<file path="src/rtl/baud_gen_pkg.sv">
package baud_gen_pkg;

   // Default geometry of the generator.
   localparam int unsigned DEF_DIV_W      = 16;
   localparam int unsigned DEF_BYTE_W     = 8;
   localparam int unsigned DEF_OVERSAMPLE = 16;

   // Address width needed to select one of n byte lanes, at least one bit.
   function automatic int unsigned lane_addr_w(input int unsigned n);
      return (n > 1) ? $clog2(n) : 1;
   endfunction

endpackage

</file>
<file path="src/rtl/baud_div_latch.sv">
module baud_div_latch #(
   parameter int unsigned DIV_W     = 16,
   parameter int unsigned BYTE_W    = 8,
   parameter int unsigned NUM_BYTES = DIV_W / BYTE_W,
   parameter int unsigned ADDR_W    = 1
) (
   input  logic              clk,
   input  logic              rst_n,
   input  logic              wr_en,
   input  logic [ADDR_W-1:0] wr_addr,
   input  logic [BYTE_W-1:0] wr_data,
   output logic [DIV_W-1:0]  div_q,
   output logic [DIV_W-1:0]  div_next,
   output logic              load
);

   logic [NUM_BYTES-1:0] hit;

   for (genvar g = 0; g < NUM_BYTES; g++) begin : g_lane
      assign hit[g] = wr_en && (wr_addr == ADDR_W'(g));

      always_ff @(posedge clk or negedge rst_n) begin
         if (!rst_n) begin
            div_q[g*BYTE_W +: BYTE_W] <= '0;
         end else if (hit[g]) begin
            div_q[g*BYTE_W +: BYTE_W] <= wr_data;
         end
      end

      // Merged value the counter takes on the write edge itself.
      assign div_next[g*BYTE_W +: BYTE_W] = hit[g] ? wr_data : div_q[g*BYTE_W +: BYTE_W];
   end

   assign load = |hit;

endmodule

</file>
<file path="src/rtl/baud_down_counter.sv">
module baud_down_counter #(
   parameter int unsigned DIV_W = 16
) (
   input  logic             clk,
   input  logic             rst_n,
   input  logic             load,
   input  logic [DIV_W-1:0] load_val,
   input  logic [DIV_W-1:0] div_q,
   output logic [DIV_W-1:0] cnt,
   output logic             tick
);

   localparam logic [DIV_W-1:0] ONE  = DIV_W'(1);
   localparam logic [DIV_W-1:0] ZERO = '0;

   logic at_one;
   logic idle;

   assign at_one = (cnt == ONE);
   assign idle   = (cnt == ZERO);

   always_ff @(posedge clk or negedge rst_n) begin
      if (!rst_n) begin
         cnt <= ZERO;
      end else if (load) begin
         cnt <= load_val;
      end else if (at_one) begin
         cnt <= div_q;
      end else if (!idle) begin
         cnt <= cnt - ONE;
      end
   end

   assign tick = at_one;

endmodule

</file>
<file path="src/rtl/baud_strobe_gen.sv">
module baud_strobe_gen #(
   parameter int unsigned OVERSAMPLE = 16,
   parameter bit          ENABLE     = 1'b1
) (
   input  logic clk,
   input  logic rst_n,
   input  logic clear,
   input  logic tick,
   output logic strobe
);

   localparam int unsigned SUB_W = (OVERSAMPLE > 1) ? $clog2(OVERSAMPLE) : 1;
   localparam logic [SUB_W-1:0] LAST = SUB_W'(OVERSAMPLE - 1);

   if (ENABLE) begin : g_on
      logic [SUB_W-1:0] sub;
      logic             wrap;

      assign wrap = (sub == LAST);

      always_ff @(posedge clk or negedge rst_n) begin
         if (!rst_n) begin
            sub <= '0;
         end else if (clear) begin
            sub <= '0;
         end else if (tick) begin
            sub <= wrap ? '0 : sub + SUB_W'(1);
         end
      end

      assign strobe = tick && wrap;
   end else begin : g_off
      logic unused_in;
      assign unused_in = ^{clk, rst_n, clear, tick};
      assign strobe    = 1'b0;
   end

endmodule

</file>
<file path="src/rtl/baud_rate_gen.sv">
module baud_rate_gen
   import baud_gen_pkg::*;
#(
   parameter int unsigned DIV_W      = DEF_DIV_W,
   parameter int unsigned BYTE_W     = DEF_BYTE_W,
   parameter int unsigned OVERSAMPLE = DEF_OVERSAMPLE,
   parameter bit          STROBE_EN  = 1'b1,
   localparam int unsigned NUM_BYTES = DIV_W / BYTE_W,
   localparam int unsigned ADDR_W    = lane_addr_w(DIV_W / BYTE_W)
) (
   input  logic              clk,
   input  logic              rst_n,
   input  logic              wr_en,
   input  logic [ADDR_W-1:0] wr_addr,
   input  logic [BYTE_W-1:0] wr_data,
   output logic              tick_16x,
   output logic              baud_tick
);

   if ((DIV_W % BYTE_W) != 0 || DIV_W < BYTE_W) begin : g_bad_width
      $error("baud_rate_gen: DIV_W must be a whole multiple of BYTE_W");
   end
   if (OVERSAMPLE < 2) begin : g_bad_ovs
      $error("baud_rate_gen: OVERSAMPLE must be at least 2");
   end

   logic [DIV_W-1:0] div_q;
   logic [DIV_W-1:0] div_next;
   logic             load;
   logic [DIV_W-1:0] cnt;

   baud_div_latch #(
      .DIV_W     (DIV_W),
      .BYTE_W    (BYTE_W),
      .NUM_BYTES (NUM_BYTES),
      .ADDR_W    (ADDR_W)
   ) u_latch (
      .clk      (clk),
      .rst_n    (rst_n),
      .wr_en    (wr_en),
      .wr_addr  (wr_addr),
      .wr_data  (wr_data),
      .div_q    (div_q),
      .div_next (div_next),
      .load     (load)
   );

   baud_down_counter #(
      .DIV_W (DIV_W)
   ) u_cnt (
      .clk      (clk),
      .rst_n    (rst_n),
      .load     (load),
      .load_val (div_next),
      .div_q    (div_q),
      .cnt      (cnt),
      .tick     (tick_16x)
   );

   baud_strobe_gen #(
      .OVERSAMPLE (OVERSAMPLE),
      .ENABLE     (STROBE_EN)
   ) u_strobe (
      .clk    (clk),
      .rst_n  (rst_n),
      .clear  (load),
      .tick   (tick_16x),
      .strobe (baud_tick)
   );

endmodule


</file>
<file path="config.mk">
export PLATFORM = sky130hd
export DESIGN_NAME = baud_rate_gen
export DESIGN_NICKNAME = d
export VERILOG_FILES = /design/src/rtl/baud_gen_pkg.sv /design/src/rtl/baud_div_latch.sv /design/src/rtl/baud_down_counter.sv /design/src/rtl/baud_strobe_gen.sv /design/src/rtl/baud_rate_gen.sv
export SDC_FILE = /design/constraint.sdc
export NUM_CORES = 1
export LEC_CHECK = 0
export ABC_AREA = 1
export CORE_UTILIZATION = 30
export DETAILED_ROUTE_END_ITERATION = 6
export GPL_TIMING_DRIVEN = 0
export PLACE_DENSITY_LB_ADDON = 0.3
export SYNTH_ARGS = -nofsm -noshare
export SYNTH_HDL_FRONTEND = slang
export SYNTH_SLANG_ARGS = --single-unit
</file>
<file path="constraint.sdc">
create_clock -name clk -period 2.05 [get_ports clk]
set_clock_uncertainty 0.1 [all_clocks]
set_input_delay 0.41 -clock clk [delete_from_list [all_inputs] [get_ports clk]]
set_output_delay 0.41 -clock clk [all_outputs]
set_load 0.01 [all_outputs]
</file>
==> reports/qor.yml <==
route:
  detail_route.first_pass.iterations: 4
  drcViolationCount: 0
  wire_per_inst_um: 12.82
  antenna_left: 0
  drt_iter0_markers: 147
  finalWirelength_mm: 6.027
  vias: 2140
  via_per_inst: 4.553
timing:
  fin_crit_sh_pct: 99.27
  rsz0062_at_grt: "true"
  finalHoldViolCount: 0
  whs_ns: 0.1215
  drv_slew: 0
  setup_viol: 0
  fin_ws_ns: 0.01498
  layout_min_cycle_time_ns: 2.035
  max_freq_ghz: 0.4914
  max_slew_margin_pct: 43.63
  worstMarginPinSlew_ns: 0.8456
power_and_ir_drop:
  ir_worst_vdd_uv: 490.2
  swShare_pct: 32.52
  switchingPower_mw: 0.6326
  powerDensity_mw_per_mm2: 669.6
  power_mw: 1.945
  clkPwrFrac_pct: 27.3
  seq_power_share_pct: 45.3
  pwr-share-comb_pct: 27.4
  power_leakage_nw: 1.500
  internal_power_mw: 1.313
clock_network:
  clk_latency_ns: 0.29
  root_buffer: "clkbuf_8"
  cts_htree_levels: 2
  clk_pin_slew_ns: 0.07
  cts_buffer_depth: 2
  cts_tree: "built"
  cts_sinks: 36
  cts_buffers: 5
critical_path:
  worstPathArrival_ns: 1.53
  crit_end: "baud_tick"
  crit_buf_inv: 2
  cpLargestDelayFamily: "simple AND/OR/NAND/NOR gates"
  r2r_cells: 8
  critPathKind: "flop to output pin"
  endpoint_kind: "output pin"
  regToRegStartpoint: "u_cnt.cnt[0]"
  cp_slowest_cell: "dfrtp_2"
  cp_cell_sequence: "nor2_4, nand2_4, nor2_4, nand2_4, clkinv_4, nand3_2, nor2_1, buf_2"
  crit_start: "u_cnt.cnt[2]"
  cpPeakStageDelay_ns: 0.44
  path_depth: 8
  regToRegSetupSlack_ns: 0.13
  cp_data_required_time_ns: 1.54
  start_kind: "flop"
  worstPathMaxFanout: 3
  r2r_end: "u_cnt.cnt[1]"
layout:
  fillers: 780
  area_growth_pct: 24.70
  final_util_pct: 39.42
  n_antenna_cell: 0
  drive_gt1_share_pct: 24.26
  fin_nets: 386
yosys:
  synth_warnings: 0
  ys_top_cells_by_area: "dfrtp_1, nand2_1, inv_1, nand3_1, nor2_1"
  synth_largest_area_cell: "dfrtp_1"
  synth_seq_cells: 36
  synth_cell_type_count: 29
  syn_nets: 341
  syn_avg_cell_area_um2: 7.168
  async_flop_share_pct: 100.0
  synth_top_area_share_pct: 38.67
  synth_edf_count: 0
  syn_inst: 325
  ys.flop_type: "dfrtp_1"
  syn_area_mm2: 0.002330
  yosysSeqAreaShare_pct: 38.67
min_path:
  hold_path_class: "primary input to asynchronous set/reset pin"
grt:
  antenna_found_initial: 0
  overflow: 0
  grt_pass1_wl_mm: 10.40
  grt_max_degree: 37
  grt_pass1_vias: 2114
  track_usage_pct: 16.20
placement:
  dp.final_hpwl_mm: 4.309
  gp_congestion: 0.8336
  dpl_worst_slack_ns: -0.4088
  port_buffers: 12
floorplanning:
  start_util_pct: 31.61
  dieArea_mm2: 0.008123
  core_area_mm2: 0.007370
  io_pins: 14
  chipHeight_um: 90.13
  die_x_um: 90.13
  row_count: 31
run:
  max_cap_viol_count: 0
status:
  status: "completed"
-- area by class of cell --
cell class	instances	area (µm²)	area share, %
Buffer	11	83.83	2.885
Clock buffer	8	90.09	3.101
Inverter	51	196.4	6.761
Multi-Input combinational cell	227	1206	41.52
Sequential cell	36	904.6	31.14
Tap cell	99	123.9	4.264
Timing Repair Buffer	38	300.3	10.34
-- per-layer routing --
| metal | GRT usage [%] | up-vias | wire length [µm] |
|---|---|---|---|
| met5 | 0 | - | 0 |
| met4 | 7.392 | 0 | 145 |
| met3 | 3.046 | 13 | 154 |
| met2 | 26.15 | 36 | 2840 |
| met1 | 20.95 | 989 | 2886 |
| li1 | - | 1102 | - |
-- what timing repair did --
action / in CTS / in global routing
resized for setup: 17 / 10
hold buffers: 0 / 0
pin swaps: 6 / 6
setup endpoints to repair: 2 / 4
buffers inserted: 20 / 6
-- synth_stat cells (3+ instances only) --
master    n
o21a_1    8
a21oi_1   4
nand2_2  11
buf_6     3
nor2_1   29
nor2_4    3
o21ai_0  20
nor2_2    4
inv_1    49
or2_2     3
ha_1      4
nand3_2   3
nand3_1  31
dfrtp_1  36
a21oi_2   7
buf_2     4
nand2_1  91
-- stage by stage --
stage          instances  area, µm²  TNS [ns]
2_1_floorplan        325       2330         0
4_1_cts              464       2820  -0.02313
5_1_grt              470       2905   -0.1470
6_report             470       2905         0
3_3_place_gp         436       2574    -16.19
3_5_place_dp         436       2569   -0.6263
-- worst min path at each step --
stage	slack, ns	cells past startpoint	start	to
CTS	0.14	1	rst_n	u_latch.div_q[5]
global placement	0.40	2	u_latch.div_q[6]	u_latch.div_q[6]
floorplan	0.01	0	rst_n	u_cnt.cnt[0]
detailed placement	0.40	2	u_cnt.cnt[0]	u_cnt.cnt[0]
finish	0.12	1	rst_n	u_latch.div_q[5]
global route	0.19	1	rst_n	u_latch.div_q[1]
-- kinds of logic after synthesis --
group | synth area share [%]
XOR/XNOR | 1.128
adder cells (fa/ha/maj) | 2.148
buffers and inverters | 11.82
AND/OR/NAND/NOR | 35.02
AO/OA/AOI/OAI | 11.22
flip-flops | 38.67
-- flip-flops by register name (all words and copies together) (netlist names) --
name	count
u_cnt.cnt	16
u_latch.div_q	16
u_strobe.g_on.sub	4
-- cell usage in the layout (no fill, tap or decap), types with 2 or more instances in the layout --
cell type        count
nand2_1             89
inv_1               48
dfrtp_1             33
nand3_1             30
buf_4               27
nor2_1              25
o21ai_0             20
nand2_2             11
clkdlybuf4s50_1      9
o21a_1               8
buf_2                7
a21oi_2              7
nor2_2               6
clkbuf_8             6
nor2_4               5
nand3_2              4
clkbuf_1             4
a21oi_1              4
buf_6                3
or2_2                3
ha_1                 3
dfrtp_2              3
nand2_4              2
inv_2                2
xor2_1               2
or2_1                2
-- power by group through the flow --
| stage | logic, mW | registers (mW) | clock network (mW) |
|---|---|---|---|
| floorplan | 0.307 | 0.872 | 0 |
| finish | 0.532 | 0.882 | 0.531 |
| global placement | 0.408 | 0.894 | 0 |
| global route | 0.607 | 0.893 | 0.575 |
| CTS | 0.495 | 0.875 | 0.545 |
| detailed placement | 0.414 | 0.896 | 0 |
Power figures use the tool's default switching activity.
